$ cat src/rtl/dram_seq_pkg.sv
package dram_seq_pkg;

  typedef enum logic [1:0] {
    CMD_PRE = 2'd0,
    CMD_ACT = 2'd1,
    CMD_RD  = 2'd2,
    CMD_WR  = 2'd3
  } cmdKind_t;

  // Strobes from control to datapath for one clock
  typedef struct packed {
    logic accept;
    logic issueAct;
    logic issuePre;
    logic issueCol;
  } seqStrobe_t;

endpackage

$ cat src/rtl/dram_seq_ctrl.sv
module dram_seq_ctrl
  import dram_seq_pkg::*;
#(
  parameter int NUM_BANKS = 8,
  parameter int MAX_OUT   = 4,
  parameter int BANK_W    = $clog2(NUM_BANKS)
) (
  input  logic                 clk,
  input  logic                 rstN,
  input  logic                 reqValid,
  input  logic [BANK_W-1:0]    reqBank,
  input  logic [NUM_BANKS-1:0] slotBusy,
  input  logic [NUM_BANKS-1:0] wantAct,
  input  logic [NUM_BANKS-1:0] wantPre,
  input  logic [NUM_BANKS-1:0] wantCol,
  input  logic                 doneValid,
  output logic                 reqReady,
  output seqStrobe_t           strobe,
  output logic [BANK_W-1:0]    grantBank
);

  localparam int CNT_W = $clog2(MAX_OUT + 1);
  localparam logic [CNT_W-1:0] CNT_MAX = CNT_W'(MAX_OUT);

  logic [CNT_W-1:0] outCount;
  logic             found;
  logic [BANK_W-1:0] pick;

  assign reqReady = (outCount < CNT_MAX) && !slotBusy[reqBank];

  // Fixed priority: scan from the top so the lowest ready bank is kept
  always_comb begin
    found = 1'b0;
    pick  = '0;
    for (int b = NUM_BANKS - 1; b >= 0; b--) begin
      if (wantAct[b] || wantPre[b] || wantCol[b]) begin
        found = 1'b1;
        pick  = BANK_W'(b);
      end
    end
  end

  always_comb begin
    strobe.accept   = reqValid && reqReady;
    strobe.issueAct = found && wantAct[pick];
    strobe.issuePre = found && wantPre[pick];
    strobe.issueCol = found && wantCol[pick];
    grantBank       = pick;
  end

  always_ff @(posedge clk or negedge rstN) begin
    if (!rstN) begin
      outCount <= '0;
    end else begin
      outCount <= outCount + CNT_W'(strobe.accept) - CNT_W'(doneValid);
    end
  end


  count_limit_chk: assert property (@(posedge clk) disable iff (!rstN)
    outCount <= CNT_MAX);


  accept_count_chk: assert property (@(posedge clk) disable iff (!rstN)
    (reqValid && reqReady && !doneValid) |=> outCount == $past(outCount) + CNT_W'(1));


  done_outstanding_chk: assert property (@(posedge clk) disable iff (!rstN)
    doneValid |-> outCount != '0);

endmodule

$ cat src/rtl/dram_seq_datapath.sv
module dram_seq_datapath
  import dram_seq_pkg::*;
#(
  parameter int NUM_BANKS = 8,
  parameter int ROW_W     = 8,
  parameter int COL_W     = 6,
  parameter int TAG_W     = 4,
  parameter int T_RCD     = 2,
  parameter int T_RP      = 2,
  parameter int T_CL      = 3,
  parameter int BURST_LEN = 8,
  parameter int BANK_W    = $clog2(NUM_BANKS)
) (
  input  logic                 clk,
  input  logic                 rstN,
  input  seqStrobe_t           strobe,
  input  logic [BANK_W-1:0]    grantBank,
  input  logic                 reqWrite,
  input  logic                 reqBurst,
  input  logic [BANK_W-1:0]    reqBank,
  input  logic [ROW_W-1:0]     reqRow,
  input  logic [COL_W-1:0]     reqCol,
  input  logic [TAG_W-1:0]     reqTag,
  output logic [NUM_BANKS-1:0] slotBusy,
  output logic [NUM_BANKS-1:0] wantAct,
  output logic [NUM_BANKS-1:0] wantPre,
  output logic [NUM_BANKS-1:0] wantCol,
  output logic                 cmdValid,
  output logic [1:0]           cmdKind,
  output logic [BANK_W-1:0]    cmdBank,
  output logic [ROW_W-1:0]     cmdRow,
  output logic [COL_W-1:0]     cmdCol,
  output logic                 cmdBurst,
  output logic                 doneValid,
  output logic [TAG_W-1:0]     doneTag,
  output logic                 doneWrite
);

  localparam int TMAX  = (T_RCD > T_RP) ? T_RCD : T_RP;
  localparam int TIM_W = $clog2(TMAX + 1);
  localparam logic [TIM_W-1:0] RCD_LOAD = TIM_W'(T_RCD - 1);
  localparam logic [TIM_W-1:0] RP_LOAD  = TIM_W'(T_RP - 1);
  localparam logic [COL_W-1:0] BURST_MASK = ~COL_W'(BURST_LEN - 1);

  // Per-bank request slot and open-row state
  logic             slotValid [NUM_BANKS];
  logic             slotWrite [NUM_BANKS];
  logic             slotBurst [NUM_BANKS];
  logic [ROW_W-1:0] slotRow   [NUM_BANKS];
  logic [COL_W-1:0] slotCol   [NUM_BANKS];
  logic [TAG_W-1:0] slotTag   [NUM_BANKS];
  logic             openValid [NUM_BANKS];
  logic [ROW_W-1:0] openRow   [NUM_BANKS];
  logic [TIM_W-1:0] timer     [NUM_BANKS];

  for (genvar b = 0; b < NUM_BANKS; b++) begin : g_bank
    logic idle;
    logic mine;
    assign idle       = slotValid[b] && (timer[b] == '0);
    assign mine       = (grantBank == BANK_W'(b));
    assign slotBusy[b] = slotValid[b];
    assign wantAct[b] = idle && !openValid[b];
    assign wantPre[b] = idle && openValid[b] && (openRow[b] != slotRow[b]);
    assign wantCol[b] = idle && openValid[b] && (openRow[b] == slotRow[b]);

    always_ff @(posedge clk or negedge rstN) begin
      if (!rstN) begin
        slotValid[b] <= 1'b0;
        slotWrite[b] <= 1'b0;
        slotBurst[b] <= 1'b0;
        slotRow[b]   <= '0;
        slotCol[b]   <= '0;
        slotTag[b]   <= '0;
        openValid[b] <= 1'b0;
        openRow[b]   <= '0;
        timer[b]     <= '0;
      end else begin
        if (strobe.accept && reqBank == BANK_W'(b)) begin
          slotValid[b] <= 1'b1;
          slotWrite[b] <= reqWrite;
          slotBurst[b] <= reqBurst;
          slotRow[b]   <= reqRow;
          slotCol[b]   <= reqCol;
          slotTag[b]   <= reqTag;
        end
        if (timer[b] != '0) timer[b] <= timer[b] - TIM_W'(1);
        if (mine && strobe.issueAct) begin
          openValid[b] <= 1'b1;
          openRow[b]   <= slotRow[b];
          timer[b]     <= RCD_LOAD;
        end
        if (mine && strobe.issuePre) begin
          openValid[b] <= 1'b0;
          timer[b]     <= RP_LOAD;
        end
        if (mine && strobe.issueCol) slotValid[b] <= 1'b0;
      end
    end


    pre_open_chk: assert property (@(posedge clk) disable iff (!rstN)
      (mine && strobe.issuePre) |-> openValid[b]);


    act_closed_chk: assert property (@(posedge clk) disable iff (!rstN)
      (mine && strobe.issueAct) |-> !openValid[b]);
  end

  // Command bus register
  cmdKind_t         cmdKindR;
  logic [TAG_W-1:0] cmdTagR;

  always_ff @(posedge clk or negedge rstN) begin
    if (!rstN) begin
      cmdValid <= 1'b0;
      cmdKindR <= CMD_PRE;
      cmdBank  <= '0;
      cmdRow   <= '0;
      cmdCol   <= '0;
      cmdBurst <= 1'b0;
      cmdTagR  <= '0;
    end else begin
      cmdValid <= strobe.issueAct || strobe.issuePre || strobe.issueCol;
      cmdBank  <= grantBank;
      cmdRow   <= slotRow[grantBank];
      cmdCol   <= slotBurst[grantBank] ? (slotCol[grantBank] & BURST_MASK)
                                       : slotCol[grantBank];
      cmdBurst <= slotBurst[grantBank];
      cmdTagR  <= slotTag[grantBank];
      if (strobe.issueAct)      cmdKindR <= CMD_ACT;
      else if (strobe.issuePre) cmdKindR <= CMD_PRE;
      else                      cmdKindR <= slotWrite[grantBank] ? CMD_WR : CMD_RD;
    end
  end

  assign cmdKind = cmdKindR;

  // Completion pipe, T_CL stages behind the command register
  logic             casV [T_CL];
  logic [TAG_W-1:0] casT [T_CL];
  logic             casW [T_CL];

  always_ff @(posedge clk or negedge rstN) begin
    if (!rstN) begin
      casV[0] <= 1'b0;
      casT[0] <= '0;
      casW[0] <= 1'b0;
    end else begin
      casV[0] <= cmdValid && (cmdKindR inside {CMD_RD, CMD_WR});
      casT[0] <= cmdTagR;
      casW[0] <= (cmdKindR == CMD_WR);
    end
  end

  for (genvar k = 1; k < T_CL; k++) begin : g_cas
    always_ff @(posedge clk or negedge rstN) begin
      if (!rstN) begin
        casV[k] <= 1'b0;
        casT[k] <= '0;
        casW[k] <= 1'b0;
      end else begin
        casV[k] <= casV[k-1];
        casT[k] <= casT[k-1];
        casW[k] <= casW[k-1];
      end
    end
  end

  assign doneValid = casV[T_CL-1];
  assign doneTag   = casT[T_CL-1];
  assign doneWrite = casW[T_CL-1];


  col_open_row_chk: assert property (@(posedge clk) disable iff (!rstN)
    (cmdValid && cmdKindR inside {CMD_RD, CMD_WR}) |->
      (openValid[cmdBank] && openRow[cmdBank] == cmdRow));

  if (T_RCD >= 2) begin : g_rcd_chk

    act_to_col_chk: assert property (@(posedge clk) disable iff (!rstN)
      (cmdValid && cmdKindR == CMD_ACT) |=>
        !(cmdValid && cmdKindR inside {CMD_RD, CMD_WR} && cmdBank == $past(cmdBank)));
  end

endmodule

$ cat src/rtl/dram_cmd_seq.sv
module dram_cmd_seq
  import dram_seq_pkg::*;
#(
  parameter int NUM_BANKS = 8,
  parameter int ROW_W     = 8,
  parameter int COL_W     = 6,
  parameter int TAG_W     = 4,
  parameter int MAX_OUT   = 4,
  parameter int T_RCD     = 2,
  parameter int T_RP      = 2,
  parameter int T_CL      = 3,
  parameter int BANK_W    = $clog2(NUM_BANKS)
) (
  input  logic              clk,
  input  logic              rstN,
  input  logic              reqValid,
  output logic              reqReady,
  input  logic              reqWrite,
  input  logic              reqBurst,
  input  logic [BANK_W-1:0] reqBank,
  input  logic [ROW_W-1:0]  reqRow,
  input  logic [COL_W-1:0]  reqCol,
  input  logic [TAG_W-1:0]  reqTag,
  output logic              cmdValid,
  output logic [1:0]        cmdKind,
  output logic [BANK_W-1:0] cmdBank,
  output logic [ROW_W-1:0]  cmdRow,
  output logic [COL_W-1:0]  cmdCol,
  output logic              cmdBurst,
  output logic              doneValid,
  output logic [TAG_W-1:0]  doneTag,
  output logic              doneWrite
);

  seqStrobe_t           strobe;
  logic [BANK_W-1:0]    grantBank;
  logic [NUM_BANKS-1:0] slotBusy, wantAct, wantPre, wantCol;

  dram_seq_ctrl #(
    .NUM_BANKS(NUM_BANKS), .MAX_OUT(MAX_OUT), .BANK_W(BANK_W)
  ) i_ctrl (
    .clk(clk), .rstN(rstN), .reqValid(reqValid), .reqBank(reqBank),
    .slotBusy(slotBusy), .wantAct(wantAct), .wantPre(wantPre), .wantCol(wantCol),
    .doneValid(doneValid), .reqReady(reqReady), .strobe(strobe), .grantBank(grantBank)
  );

  dram_seq_datapath #(
    .NUM_BANKS(NUM_BANKS), .ROW_W(ROW_W), .COL_W(COL_W), .TAG_W(TAG_W),
    .T_RCD(T_RCD), .T_RP(T_RP), .T_CL(T_CL), .BURST_LEN(8), .BANK_W(BANK_W)
  ) i_datapath (
    .clk(clk), .rstN(rstN), .strobe(strobe), .grantBank(grantBank),
    .reqWrite(reqWrite), .reqBurst(reqBurst), .reqBank(reqBank), .reqRow(reqRow),
    .reqCol(reqCol), .reqTag(reqTag), .slotBusy(slotBusy), .wantAct(wantAct),
    .wantPre(wantPre), .wantCol(wantCol), .cmdValid(cmdValid), .cmdKind(cmdKind),
    .cmdBank(cmdBank), .cmdRow(cmdRow), .cmdCol(cmdCol), .cmdBurst(cmdBurst),
    .doneValid(doneValid), .doneTag(doneTag), .doneWrite(doneWrite)
  );

endmodule

$ cat config.mk
export PLATFORM = sky130hd
export DESIGN_NAME = dram_cmd_seq
export DESIGN_NICKNAME = d
export VERILOG_FILES = /design/src/rtl/dram_seq_pkg.sv /design/src/rtl/dram_seq_ctrl.sv /design/src/rtl/dram_seq_datapath.sv /design/src/rtl/dram_cmd_seq.sv
export SDC_FILE = /design/constraint.sdc
export NUM_CORES = 1
export LEC_CHECK = 0
export BUFFER_PORTS_ARGS = -buffer_cell sky130_fd_sc_hd__buf_2
export CORE_MARGIN = 1.5
export CORE_UTILIZATION = 32
export CTS_BUF_LIST = sky130_fd_sc_hd__clkbuf_4 sky130_fd_sc_hd__clkbuf_8 sky130_fd_sc_hd__clkbuf_16
export DETAILED_ROUTE_END_ITERATION = 7
export SYNTH_ARGS = -nofsm -noshare
export SYNTH_HDL_FRONTEND = slang
export SYNTH_SLANG_ARGS = --single-unit
$ cat constraint.sdc
create_clock -name clk -period 5.7 [get_ports clk]
set_input_delay 0.855 -clock clk [delete_from_list [all_inputs] [get_ports clk]]
set_output_delay 0.855 -clock clk [all_outputs]
set_load 0.1 [all_outputs]
==> results.md, run 1 <==
- Max-cap violations: 0
- Detailed Route WL: 33,800 um
- Fmax: 274 MHz
- Clock skew: 26.3 ps
- ANT nets after route: 0
- CP delay by family, top: compound AO/OA/AOI/OAI gates
- Final hold slack: 328 ps
- Ant. Diodes: 0
- Library cells used by synthesis: 61
- Largest net degree at the start of global routing: 162
- Synth warn: 0
- Initial Util: 32.5%
- Routability cong.: 0.803
- Clock Path Buffers: 3
- Final Cell Area: 16,200 um^2
- Outcome: finished, final reports clean
- Area growth syn-to-layout: 14.9%
- Maximum fanout along the worst path: 28
- Seq/Total Area, Yosys: 53.7%
- Fraction of layout cells with a size suffix above 1: 31.5%
- Die footprint: 45,300 um^2
- Hold Crit Class: primary input to asynchronous set/reset pin
- Clk slew on worst S/H paths: 60 ps
- Post-synth EDFFs: 0
- Number of gates resized after cts: 0
- Total core area: 43,300 um^2
- Vias: 8,972
- Delay of the slowest critical-path stage: 730 ps
- Post-detail-place hpwl: 21,200 um
- CTS tree: built
- Worst path slowest cell: a31oi_4
- Skew-Pair Late Insertion Delay: 560 ps
- Synth Flop Type: dfrtp_1
- Synthesized area: 14,100 um^2
- Die width: 213 um
- CTS Hold Buffers Added: 0
- Total gr overflow: 0
- Critical path arrival: 4010 ps
- Number of global-route vias before repair: 9,201
- Vias per inst: 4.96
- Tcrit/Tclk final: 64.1%
- DRC viols: 0
- Slew @ Worst Pin: 1060 ps
- Synth async-reset ratio: 100%
- Clock sinks: 302
- Nets: 1,235
- IO Pins: 54
- # fillers: 4,174
- Max-slew violations: 0
- Setup crit end kind: flip-flop
- #FFs+latches synth: 302
- RSZ-0062 raised after global routing: false
- Synthesized net count: 1,187
- Worst Path Required: 6060 ps
- Final Hold Viols: 0
- Slew headroom: 29.2%
- Placed Area: 14,900 um^2
- WP buf/inv: 1
- Avg WL per Cell: 18.7 um
- First-pass detailed-route iteration total: 5
- Initial antenna violation count: 1
- H-tree depth: 2
- CTS root buf: clkbuf_16
- Post-CTS setup buffers: 0
- Startpoint types: flip-flop
- Buffers on Ports: 53
- First-pass GRT wire length: 54,200 um
- CTS Buf Count: 35
- Crit path kind: flip-flop to flip-flop
- # rows: 76
- CP Cell Sequence: inv_1 > ha_1 > nand2_1 > a32o_1 > a31oi_4 > nor3_1 > a221oi_1 > nor4_4 > a311oi_1
- Final worst path period need: 3650 ps
- Total Routing Usage GR: 15.6%
- # setup viols final: 0
- Syn Inst Count: 1,150
- DRT iter0 DRCs: 446
- Syn Area/Cell: 12.2 um^2
- Total negative slack: 0 ps
- Die H: 213 um
-- routing by layer --
layer,share of wire [%],global-route usage [%]
met5,0.033,0
met1,48,22.1
met2,46,24.0
met3,4.6,3.27
met4,2.2,4.62
-- worst paths after layout --
check                                    start  cells after the start                     end  slack [ps]
max in group asynchronous                 rstN                      2  i_datapath.openRow[41]        3970
max                        i_datapath.timer[2]                      9   i_datapath.cmdKind[1]        2050
min                                       rstN                      1    i_datapath.cmdCol[0]         330
min reg2reg                 i_datapath.casW[1]                      0    i_datapath.doneWrite         340
max reg2reg                i_datapath.timer[2]                      9   i_datapath.cmdKind[1]        2050
min in group clk            i_datapath.casW[1]                      0    i_datapath.doneWrite         340
-- cell families after synthesis --
logic type      share of synthesized area, %
buf+inv                                 3.11
simple gates                            10.5
mux                                     20.1
flops                                   53.7
xor+xnor                                4.60
compound gates                          6.97
fa+ha+maj                               1.03
-- stage by stage --
step           setup slack [ps]  util [%]  instances
2_1_floorplan              1800         -       1150
6_report                   2050      37.4       1810
5_1_grt                    1740      37.4       1810
3_3_place_gp               2190      34.5       1746
3_5_place_dp               2100      34.5       1746
4_1_cts                    2070      37.4       1810
-- synthesized netlist by cell type (3+ instances only) --
library cell  instances  area [um^2]
dfrtp_1             302         7560
mux2_2              158         1780
nand2_1             158          593
mux2_4               58          871
xnor2_1              45          394
nand3_1              43          215
nor2_1               33          124
inv_1                29          109
xor2_1               29          254
a21oi_1              24          120
a211oi_1             22          165
a311oi_1             22          193
and2_1               21          131
buf_2                20          100
clkbuf_1             18         67.6
a31o_2               16          140
nand4_1              15         93.8
mux2i_1              14          140
nor2b_1              14         87.6
buf_4                10         75.1
ha_1                 10          125
o21ai_0              10         50.1
buf_6                 6         67.6
nor4_1                6         37.5
a22oi_1               5         37.5
o21a_1                5         37.5
or2_2                 5         31.3
a31oi_1               3         18.8
and3_1                3         18.8
inv_2                 3         11.3
nor3_1                3         15.0
or3_1                 3         18.8
-- layout make-up --
class	instances	area, um^2	share of cell area, %
Multi-Input combinational cell	760	6110	37.8
Timing Repair Buffer	67	393	2.43
Clock inverter	19	285	1.76
Sequential cell	302	7560	46.7
Inverter	32	120	0.743
Clock buffer	45	976	6.03
Tap cell	585	732	4.53
-- sequential cells by signal, indices dropped and copies added (netlist names), 16 cells and up --
name	cells
i_datapath.openRow	64
i_datapath.slotCol	48
i_datapath.slotRow	64
i_datapath.slotTag	32
i_datapath.timer	16
-- worst register-to-register path: stages, from the launching register on --
cell and delay, ps:
dfrtp_1 390, inv_1 70, ha_1 280, nand2_1 110
a32o_1 350, a31oi_4 730, nor3_1 150, a221oi_1 650
nor4_4 190, a311oi_1 560
-- cells in the final DEF (no fill, tap or decap), types with 10 or more instances in the layout --
cell type  synthesis  routed
and2_1            21      21
nand2_1          158     158
mux2i_1           14      14
mux2_2           158     158
a211oi_1          22      22
clkinv_2           0      10
inv_1             29      29
clkbuf_16          0      35
nand4_1           15      15
nand3_1           43      43
xor2_1            29      29
nor2_1            33      32
buf_2             20      52
mux2_4            58      58
buf_4             10      13
a311oi_1          22      22
a21oi_1           24      24
ha_1              10      10
xnor2_1           45      45
a31o_2            16      16
o21ai_0           10      10
nor2b_1           14      14
dfrtp_1          302     302
Power of run 1 is left out: the tool's default activity adds up to more than one toggle a clock period on the data nets, which glitch-free logic cannot reach.
==> run 2: changes to the inputs <==
==> constraint.sdc (replaced) <==
create_clock -name clk -period 3.6 [get_ports clk]
set_input_delay 0.54 -clock clk [delete_from_list [all_inputs] [get_ports clk]]
set_output_delay 0.54 -clock clk [all_outputs]
set_load 0.1 [all_outputs]
==> results.md, run 2 (synthesized netlist as in run 1, its figures left out) <==
- Die width: 213 um
- Skew-Pair Late Insertion Delay: 530 ps
- Vias: 9,053
- # rows: 76
- Buffers on Ports: 53
- Final Core Density: 37.6%
- R2r endpoint: i_datapath.cmdRow[3]
- Total Routing Usage GR: 15.7%
- Maximum vdd drop: 735 uV
- R2R depth: 10
- CTS Buf Count: 36
- DRC viols: 0
- Area growth syn-to-layout: 15.6%
- Clk slew on worst S/H paths: 60 ps
- Slew @ Worst Pin: 784 ps
- Most frequent cells in the layout: dfrtp_1, nand2_1, mux2_2
- Largest net degree at the start of global routing: 102
- Total negative slack: 0 ps
- Worst Path Required: 4070 ps
- First-pass GRT wire length: 54,400 um
- Crit path depth: 10
- Post-route setup slack: 452 ps
- CP delay by family, top: compound AO/OA/AOI/OAI gates
- Tcrit/Tclk final: 87.5%
- Post-detail-place hpwl: 22,300 um
- Max Used Layer: met5
- Met2 WL: 15,500 um
- Max-cap violations: 0
- Hold Crit Class: primary input to asynchronous set/reset pin
- Delay of the slowest critical-path stage: 430 ps
- Detailed Route WL: 34,500 um
- Total gr overflow: 0
- Largest registers: i_datapath.openRow (64), i_datapath.slotRow (64), i_datapath.slotCol (48)
- Initial Util: 32.5%
- Clock Path Buffers: 3
- First-pass detailed-route iteration total: 5
- Outcome: finished, final reports clean
- Met3 routed WL: 1900 um
- CTS Hold Buffers Added: 0
- Die H: 213 um
- Die footprint: 45,300 um^2
- Crit path kind: flip-flop to flip-flop
- Critical Path End: i_datapath.cmdRow[3]
- Maximum fanout along the worst path: 31
- IO Pins: 54
- Fraction of layout cells with a size suffix above 1: 32.2%
- Routability cong.: 0.823
- Power per Cell Area: 1120 nW/um^2
- Pre-CTS WS: 469 ps
- Final worst path period need: 3150 ps
- Startpoint types: flip-flop
- Number of gates resized after cts: 0
- Vias per inst: 4.97
- Overall power: 0.0182 W
- Number of global-route vias before repair: 9,132
- WP buf/inv: 3
- Final hold slack: 75.5 ps
- Max-slew violations: 0
- Final Hold Viols: 0
- Setup crit end kind: flip-flop
- Clock sinks: 302
- DRT iter0 DRCs: 425
- Leading cell type in the layout, fill and taps excluded: dfrtp_1
- Ant. Diodes: 0
- Initial antenna violation count: 2
- CTS root buf: clkbuf_16
- Top cell by count, worst path: nand2_1
- M1 WL: 16,400 um
- ANT nets after route: 0
- RSZ-0062 raised after global routing: false
- Nets: 1,251
- Leakage: 7.53 nW
- Crit path launch: i_datapath.timer[14]
- FF-to-FF Start: i_datapath.timer[14]
- CP Cell Sequence: inv_1 > ha_1 > a22oi_2 > nand2_1 > or2_2 > inv_2 > buf_4 > nand2_1 > a311oi_1 > a31o_2
- Slew headroom: 47.8%
- Worst path slowest cell: a22oi_2
- Reg2reg setup slack: 450 ps
- # setup viols final: 0
- Avg WL per Cell: 18.9 um
- CTS tree: built
- Fmax: 318 MHz
- Critical path arrival: 3620 ps
- Clock skew: 21.2 ps
- Total core area: 43,300 um^2
- H-tree depth: 2
- Post-CTS setup buffers: 0
run 2: cell count changes in the layout (fill, tap and decap cells not counted), sizes merged:
cell,before,now
bufinv,6,1
clkinv,12,7
inv,33,32
buf,67,82
clkbuf,45,54
run 2: metal layers:
metal  vias to the layer above  GRT usage (%)
met4                         4           4.65
met2                       216           24.2
li1                       4175              -
met1                      4608           22.1
met5                         -              0
met3                        50           3.43
run 2: layout make-up:
class                           instances  area (um^2)
Tap cell                              585          732
Timing Repair Buffer                   82          531
Clock inverter                          8          101
Sequential cell                       302         7560
Clock buffer                           54         1130
Fill cell                            4172        27000
Inverter                               32          120
Multi-Input combinational cell        760         6110
run 2: worst min-delay path by stage:
stage | from | slack [ps] | cells after the start | endpoint
2_1_floorplan | rstN | 240 | 0 | i_ctrl.outCount[0]
3_3_place_gp | i_datapath.casV[1] | 330 | 0 | i_datapath.doneValid
3_5_place_dp | i_datapath.casT[10] | 330 | 0 | i_datapath.casT[6]
4_1_cts | rstN | 90 | 1 | i_datapath.cmdBurst
5_1_grt | rstN | 120 | 1 | i_datapath.slotBurst[2]
6_report | rstN | 80 | 1 | i_datapath.slotBurst[2]
run 2: through the flow:
step / instances / cell area [um^2]
finish: 1823 / 16300
global route: 1823 / 16300
CTS: 1823 / 16300
detailed placement: 1761 / 15100
global placement: 1761 / 15100
floorplan: 1150 / 14100
run 2: worst register-to-register path, stage by stage (launching register included):
cell and delay, ps:
dfrtp_1 360, inv_1 50, ha_1 290, a22oi_2 430
nand2_1 140, or2_2 420, inv_2 350, buf_4 410
nand2_1 130, a311oi_1 350, a31o_2 170
run 2: power breakdown:
| group | leakage [nW] | switching (W) | total [W] | internal [W] |
|---|---|---|---|---|
| Sequential | 3.78 | 0.00118 | 0.00615 | 0.00497 |
| Clock | 0.617 | 0.00142 | 0.00367 | 0.00225 |
| Combinational | 3.14 | 0.00499 | 0.00842 | 0.00343 |
Note: power is estimated with default switching activity, not from simulation.
